--- config.mk ---
export PLATFORM = sky130hd
export DESIGN_NAME = seg_unit
export DESIGN_NICKNAME = d
export VERILOG_FILES = /design/src/rtl/seg_pkg.sv /design/src/rtl/seg_sel_check.sv /design/src/rtl/seg_fetch.sv /design/src/rtl/seg_xlate_path.sv /design/src/rtl/seg_unit.sv
export SDC_FILE = /design/constraint.sdc
export NUM_CORES = 1
export LEC_CHECK = 0
export BUFFER_PORTS_ARGS = -buffer_cell sky130_fd_sc_hd__buf_2
export CORE_ASPECT_RATIO = 0.6
export CORE_UTILIZATION = 30
export DETAILED_ROUTE_END_ITERATION = 6
export PLACE_DENSITY = 0.57
export SYNTH_ARGS = -nofsm -noshare
export SYNTH_HDL_FRONTEND = slang
export SYNTH_SLANG_ARGS = --single-unit
--- constraint.sdc ---
create_clock -name clk -period 7.05 [get_ports clk]
set_input_delay 1.0575 -clock clk [delete_from_list [all_inputs] [get_ports clk]]
set_output_delay 1.0575 -clock clk [all_outputs]
set_load 0.005 [all_outputs]
--- src/rtl/seg_pkg.sv ---
// Shared types and constants for the segment unit.
// Assumes a 32-bit linear space and 8-byte descriptors read as two words.
package seg_pkg;
    localparam int ADDR_W    = 32;
    localparam int SEL_W     = 16;
    localparam int LIM_W     = 16;
    localparam int TYP_W     = 4;
    localparam int SEGID_W   = 3;
    localparam int DESC_SHIFT = 3;

    typedef enum logic [SEGID_W-1:0] {
        SEG_ES = 3'd0, SEG_CS = 3'd1, SEG_SS = 3'd2,
        SEG_DS = 3'd3, SEG_FS = 3'd4, SEG_GS = 3'd5
    } seg_id_e;

    typedef enum logic [1:0] {
        ACC_FETCH = 2'd0, ACC_STACK = 2'd1, ACC_READ = 2'd2, ACC_WRITE = 2'd3
    } acc_kind_e;

    typedef struct packed {
        logic [ADDR_W-1:0] base;
        logic [LIM_W-1:0]  limit;
        logic [TYP_W-1:0]  typ;
    } seg_desc_t;
endpackage

--- src/rtl/seg_sel_check.sv ---
// Decides whether a selector write is legal against the current table limit.
// Assumes only the global table exists; local-table selectors are refused.
module seg_sel_check
    import seg_pkg::*;
(
    input  logic [SEL_W-1:0]   sel,
    input  logic [SEGID_W-1:0] seg,
    input  logic [LIM_W-1:0]   tbl_limit,
    output logic               fault
);
    localparam int IDX_W = SEL_W - DESC_SHIFT;

    logic [IDX_W-1:0] idx;
    logic [LIM_W-1:0] last_byte;
    logic             null_bad;

    // Combine the three refusal conditions.
    always_comb begin
        idx       = sel[SEL_W-1:DESC_SHIFT];
        last_byte = {idx, {DESC_SHIFT{1'b1}}};
        null_bad  = (idx == '0) && (seg == SEG_CS || seg == SEG_SS);
        fault     = sel[2] | (last_byte > tbl_limit) | null_bad;
    end
endmodule

--- src/rtl/seg_fetch.sv ---
// Two-word descriptor reader. Holds the request and address until the
// word returns, then assembles base, limit and type from the scattered bytes.
// Assumes one fetch at a time; start is only raised while idle.
module seg_fetch
    import seg_pkg::*;
(
    input  logic              clk,
    input  logic              rst_n,
    input  logic              start,
    input  logic [ADDR_W-1:0] start_addr,
    output logic              mem_req,
    output logic [ADDR_W-1:0] mem_addr,
    input  logic              mem_rvalid,
    input  logic [31:0]       mem_rdata,
    output logic              done,
    output seg_desc_t         desc
);
    typedef enum logic [1:0] {F_IDLE, F_LO, F_HI} fstate_e;

    fstate_e     state_q;
    logic [31:0] lo_q;

    // Sequence the low and high descriptor words.
    always_ff @(posedge clk) begin
        if (!rst_n) begin
            state_q  <= F_IDLE;
            mem_addr <= '0;
            lo_q     <= '0;
        end else begin
            case (state_q)
                F_IDLE: if (start) begin
                    state_q  <= F_LO;
                    mem_addr <= start_addr;
                end
                F_LO: if (mem_rvalid) begin
                    state_q  <= F_HI;
                    lo_q     <= mem_rdata;
                    mem_addr <= mem_addr + 32'd4;
                end
                F_HI: if (mem_rvalid) state_q <= F_IDLE;
                default: state_q <= F_IDLE;
            endcase
        end
    end

    // Request and completion strobes plus descriptor assembly.
    always_comb begin
        mem_req    = (state_q != F_IDLE);
        done       = (state_q == F_HI) && mem_rvalid;
        desc.base  = {mem_rdata[31:24], mem_rdata[7:0], lo_q[31:16]};
        desc.limit = lo_q[15:0];
        desc.typ   = mem_rdata[11:8];
    end


    hold_addr_chk: assert property (@(posedge clk) disable iff (!rst_n)
        (mem_req && !mem_rvalid) |=> (mem_req && $stable(mem_addr)));

    second_word_chk: assert property (@(posedge clk) disable iff (!rst_n)
        (state_q == F_LO && mem_rvalid) |=> (mem_addr == $past(mem_addr) + 32'd4));

    aligned_chk: assert property (@(posedge clk) disable iff (!rst_n)
        mem_req |-> (mem_addr[1:0] == 2'b00));
endmodule

--- src/rtl/seg_xlate_path.sv ---
// Forms the linear address and the limit and type faults for one access.
// Assumes byte granularity; type bit 3 marks an executable segment.
module seg_xlate_path
    import seg_pkg::*;
(
    input  seg_desc_t         desc,
    input  logic [1:0]        kind,
    input  logic [ADDR_W-1:0] off,
    output logic [ADDR_W-1:0] lin,
    output logic              lim_bad,
    output logic              typ_bad
);
    // Add base, compare limit, screen type against access kind.
    always_comb begin
        lin     = desc.base + off;
        lim_bad = off > {{(ADDR_W-LIM_W){1'b0}}, desc.limit};
        case (kind)
            ACC_FETCH: typ_bad = !desc.typ[3];
            ACC_WRITE: typ_bad = desc.typ[3];
            default:   typ_bad = 1'b0;
        endcase
    end
endmodule

--- src/rtl/seg_unit.sv ---
// Segment register file with descriptor caches and the table register.
// Accepts one selector load at a time, stalls accesses to the segment being
// loaded, and translates offsets through the default or explicit segment.
module seg_unit
    import seg_pkg::*;
#(
    parameter int NUM_SEG = 6
) (
    input  logic              clk,
    input  logic              rst_n,
    input  logic              tbl_ld,
    input  logic [31:0]       tbl_base,
    input  logic [15:0]       tbl_limit,
    input  logic              sel_wr,
    input  logic [2:0]        sel_seg,
    input  logic [15:0]       sel_val,
    output logic              load_busy,
    output logic              load_fault,
    output logic              mem_req,
    output logic [31:0]       mem_addr,
    input  logic              mem_rvalid,
    input  logic [31:0]       mem_rdata,
    input  logic              acc_valid,
    input  logic [1:0]        acc_kind,
    input  logic              acc_ovr,
    input  logic [2:0]        acc_seg,
    input  logic [31:0]       acc_off,
    output logic              acc_ready,
    output logic [31:0]       lin_addr,
    output logic              lim_fault,
    output logic              type_fault
);
    seg_desc_t              cache_q [NUM_SEG];
    logic [NUM_SEG-1:0]     busy_q;
    logic [SEGID_W-1:0]     tgt_q;
    logic [ADDR_W-1:0]      tb_base_q;
    logic [LIM_W-1:0]       tb_lim_q;
    logic                   fault_q;
    logic                   sel_bad, accept, start, done;
    logic [ADDR_W-1:0]      start_addr;
    seg_desc_t              new_desc, pick_desc;
    logic [SEGID_W-1:0]     pick;
    logic                   lim_bad, typ_bad;

    seg_sel_check u_chk (
        .sel(sel_val), .seg(sel_seg), .tbl_limit(tb_lim_q), .fault(sel_bad)
    );

    // Gate new loads on an idle loader and a legal selector.
    always_comb begin
        accept     = sel_wr && (busy_q == '0);
        start      = accept && !sel_bad;
        start_addr = tb_base_q + {{(ADDR_W-SEL_W){1'b0}},
                                  sel_val[SEL_W-1:DESC_SHIFT], {DESC_SHIFT{1'b0}}};
    end

    seg_fetch u_fetch (
        .clk(clk), .rst_n(rst_n), .start(start), .start_addr(start_addr),
        .mem_req(mem_req), .mem_addr(mem_addr), .mem_rvalid(mem_rvalid),
        .mem_rdata(mem_rdata), .done(done), .desc(new_desc)
    );

    // Table register and refusal pulse.
    always_ff @(posedge clk) begin
        if (!rst_n) begin
            tb_base_q <= '0;
            tb_lim_q  <= '0;
            fault_q   <= 1'b0;
        end else begin
            if (tbl_ld) begin
                tb_base_q <= tbl_base;
                tb_lim_q  <= tbl_limit;
            end
            fault_q <= accept && sel_bad;
        end
    end

    // Per-segment busy flag and descriptor cache.
    generate
        for (genvar g = 0; g < NUM_SEG; g++) begin : g_seg
            always_ff @(posedge clk) begin
                if (!rst_n) begin
                    busy_q[g]  <= 1'b0;
                    cache_q[g] <= '0;
                end else if (start && sel_seg == SEGID_W'(g)) begin
                    busy_q[g]  <= 1'b1;
                end else if (done && busy_q[g]) begin
                    busy_q[g]  <= 1'b0;
                    cache_q[g] <= new_desc;
                end
            end
        end
    endgenerate

    // Remember the load target for assertion-side bookkeeping.
    always_ff @(posedge clk) begin
        if (!rst_n)     tgt_q <= '0;
        else if (start) tgt_q <= sel_seg;
    end

    // Choose the segment from the access kind unless overridden.
    always_comb begin
        if (acc_ovr) pick = acc_seg;
        else begin
            case (acc_kind)
                ACC_FETCH: pick = SEG_CS;
                ACC_STACK: pick = SEG_SS;
                default:   pick = SEG_DS;
            endcase
        end
        pick_desc = cache_q[pick];
    end

    seg_xlate_path u_xl (
        .desc(pick_desc), .kind(acc_kind), .off(acc_off),
        .lin(lin_addr), .lim_bad(lim_bad), .typ_bad(typ_bad)
    );

    // Drive the access-side outputs.
    always_comb begin
        load_busy  = |busy_q;
        load_fault = fault_q;
        acc_ready  = !busy_q[pick];
        lim_fault  = acc_valid && acc_ready && lim_bad;
        type_fault = acc_valid && acc_ready && typ_bad;
    end


    one_load_chk: assert property (@(posedge clk) disable iff (!rst_n)
        $onehot0(busy_q));

    fault_cause_chk: assert property (@(posedge clk) disable iff (!rst_n)
        load_fault |-> $past(sel_wr));

    no_fetch_on_fault_chk: assert property (@(posedge clk) disable iff (!rst_n)
        $rose(load_fault) |-> !$rose(mem_req));

    busy_target_chk: assert property (@(posedge clk) disable iff (!rst_n)
        load_busy |-> busy_q[tgt_q]);
endmodule

==> results.py <==
metrics = {
    "status": {
        "status": "complete, no violations",
    },
    "floorplan": {
        "die_w_um": 347,
        "die_y_um": 209,
        "io_pins": 213,
        "core_um2": 70200,
        "initial_utilization_pct": 30.5,
        "dieArea_um2": 72400,
        "fp-row-count": 75,
    },
    "detailed_routing": {
        "drc": 0,
        "num_vias": 16153,
        "wirelength_mm": 65.8,
        "vias_per_cell": 5.03,
        "routedWlPerCell_um": 20.5,
        "ant_nets": 0,
        "initialDrtViolationCount": 1393,
        "drtPass1Iterations": 7,
    },
    "cts": {
        "clockRootBuffer": "clkbuf_16",
        "worstSkewPairLatency_ps": 600,
        "clock_path_buffers": 3,
        "cts_tree": "built",
        "cts-htree-levels": 2,
        "cts.reportedPaths.clkPinSlew_ps": 60,
        "cts_buffers": 45,
        "clock_sinks": 415,
        "post_cts_hold_buffer_count": 0,
    },
    "sta": {
        "slew-limit-headroom_pct": 22.7,
        "period_share_pct": 95.2,
        "setup_viol": 0,
        "rsz0062_at_grt": "no",
        "tightest_slew_ps": 1160,
        "setup_ws_ps": 339,
        "fmax_ghz": 0.149,
        "period_needed_ps": 6710,
        "slew_viol_final": 0,
        "hold_viol": 0,
        "finClkSkew_ps": 21.8,
        "tns_ps": 0,
    },
    "grt": {
        "grtUsageTotal_pct": 17.9,
        "grt_max_degree": 79,
        "grt_pass1_wl_mm": 98.5,
        "overflow": 0,
        "grt_pass1_vias": 15469,
        "antenna_found_initial": 6,
    },
    "synthesis": {
        "yosysUniqueCellTypes": 65,
        "synthCells": 2072,
        "synth_nets": 2291,
        "synth_ff_type": "edfxtp_1",
        "synth_edf_count": 294,
        "ys_seq_area_share_pct": 52.6,
        "ys_warn_count": 0,
        "synthArstFlopShare_pct": 0,
        "avgSynthCellArea_um2": 10.3,
        "synth_area_um2": 21400,
        "ys_ff_latch": 415,
    },
    "place": {
        "gp_congestion": 0.874,
        "place_ws_ps": 342,
        "io_buffers": 210,
        "dp.final_hpwl_mm": 41.9,
        "place_inst": 3124,
    },
    "job": {
        "max_cap_viol_count": 0,
    },
    "critical_path": {
        "crit_path_end_kind": "output pin",
        "path_class": "in2out",
        "crit_slowest_cell": "mux4_2",
        "critical_path_buf_inv_count": 3,
        "critical_path.most_common_cell": "nor2_1",
        "setup.worst_path.start_class": "input port",
        "crit_path_max_fanout": 14,
        "critPathMaxStageDelay_ps": 490,
        "path_cells": "buf_2, nor2_1, o21ai_4, buf_4, nor2_1, nor2_1, mux4_2, ha_1, o21a_1, o21a_1, o22ai_1, o21ai_1, a21o_1, a21oi_1, o21ai_0, a21oi_1, xnor2_1, buf_2",
        "crit_family": "compound AO/OA/AOI/OAI gates",
        "worstPathRequired_ps": 5990,
        "arrival_ps": 5650,
    },
    "power": {
        "total_power_uw": 6130,
        "comb_power_share_pct": 15.7,
        "p_sw_share_pct": 27.0,
        "p_int_uw": 4470,
        "pwr-share-seq_pct": 44.6,
        "vdd_drop_max_v": 0.000188,
        "powerDensity_nw_per_um2": 245,
        "power_leakage_uw": 0.00995,
        "p_clk_share_pct": 39.7,
        "switching_power_uw": 1660,
    },
    "final_layout": {
        "finish.utilization_pct": 35.6,
        "layout.cells.non_filler": 3211,
        "layout_commonest_cell": "and2_1",
        "finalNetCount": 2466,
        "final_cell_mix": "and2_1 (312), edfxtp_1 (294), nand2_1 (252)",
        "drive_gt1_share_pct": 16.3,
        "area_delta_synth_final_pct": 16.9,
    },
    "hold_path": {
        "hold_path_class": "reg2reg",
    },
}
==> per-stage QoR <==
| stage | hold WS, ps | instance area [um2] |
|---|---|---|
| floorplan | 447 | 21400 |
| global placement | 460 | 23500 |
| detailed placement | 467 | 23500 |
| CTS | 477 | 25000 |
| global route | 515 | 25000 |
| finish | 474 | 25000 |
==> sequential cells by signal, summed over array words and instances (netlist names) <==
| register | flops |
|---|---|
| u_fetch.state_q | 2 |
| u_fetch.mem_addr | 32 |
| load_fault | 1 |
| busy_q | 6 |
| cache_q | 294 |
| u_fetch.lo_q | 32 |
| tb_base_q | 32 |
| tb_lim_q | 16 |
==> worst min-delay path, stage by stage, from the launching register on <==
cell     delay (ps)
dfxtp_1         310
nand3_1          60
a21oi_1          60
==> power by group through the flow <==
stage | clock network [uW] | registers, uW | logic, uW
floorplan | 0 | 2780 | 562
global placement | 0 | 2780 | 932
detailed placement | 0 | 2790 | 950
CTS | 2480 | 2740 | 955
global route | 2570 | 2750 | 1050
finish | 2430 | 2740 | 961
==> cell type report <==
class / count / area, um2
fill: 6943 / 45200
sequential: 415 / 11300
multi-input combinational: 1504 / 9630
timing repair buffer: 242 / 1320
clock buffer: 62 / 1270
tap: 924 / 1160
clock inverter: 20 / 224
inverter: 39 / 148
antenna: 5 / 12.5
==> worst paths after layout <==
check	from	to	slack [ps]	cells after the start
setup / recovery	acc_kind[0]	lin_addr[19]	340	18
hold / removal	tb_base_q[2]$_SDFFE_PN0P_	u_fetch.mem_addr[2]$_SDFFE_PN0P_	470	2
setup reg to reg	tb_lim_q[13]$_SDFFE_PN0P_	u_fetch.mem_addr[22]$_SDFFE_PN0P_	3450	13
hold reg to reg	tb_base_q[2]$_SDFFE_PN0P_	u_fetch.mem_addr[2]$_SDFFE_PN0P_	470	2
==> metal layers <==
layer	vias to the layer above	wire length, um	track usage [%]
li1	7681	-	-
met1	7875	31100	25.8
met2	506	28800	27.2
met3	89	4700	3.68
met4	2	1230	4.71
met5	-	13	0
==> logic make-up after synthesis <==
| group | synth area share, % |
|---|---|
| adders and majority gates | 4.52 |
| muxes | 6.70 |
| DFF | 52.6 |
| buffers and inverters | 2.76 |
| and+or+nand+nor | 21.6 |
| AOI/OAI and AO/OA | 9.53 |
| xor gates and xnor gates | 2.25 |
==> synthesized netlist by cell type (6+ instances only) <==
library cell | n | area, um2
and2_1 | 313 | 1960
edfxtp_1 | 294 | 8830
nand2_1 | 259 | 972
nor2_1 | 219 | 822
a21oi_1 | 132 | 661
dfxtp_1 | 121 | 2420
clkbuf_1 | 95 | 357
ha_1 | 74 | 926
mux2i_1 | 69 | 691
o21ai_0 | 55 | 275
inv_1 | 39 | 146
nand3_1 | 38 | 190
mux4_2 | 33 | 743
nor3_1 | 32 | 160
xnor2_1 | 32 | 280
a31oi_1 | 27 | 169
a211oi_1 | 23 | 173
a21o_1 | 23 | 173
xor2_1 | 23 | 201
and3_1 | 22 | 138
nand4_1 | 15 | 93.8
buf_1 | 11 | 41.3
o22ai_1 | 11 | 68.8
nor2b_1 | 9 | 56.3
nor4_1 | 9 | 56.3
o21a_1 | 8 | 60.1
o211ai_1 | 7 | 52.6
buf_2 | 6 | 30.0
==> repair_timing <==
action                     in CTS  in global routing
buffers inserted                0                  0
resized for setup               0                  1
setup endpoints to repair       0                  1
(Power assumes the default switching activity.)
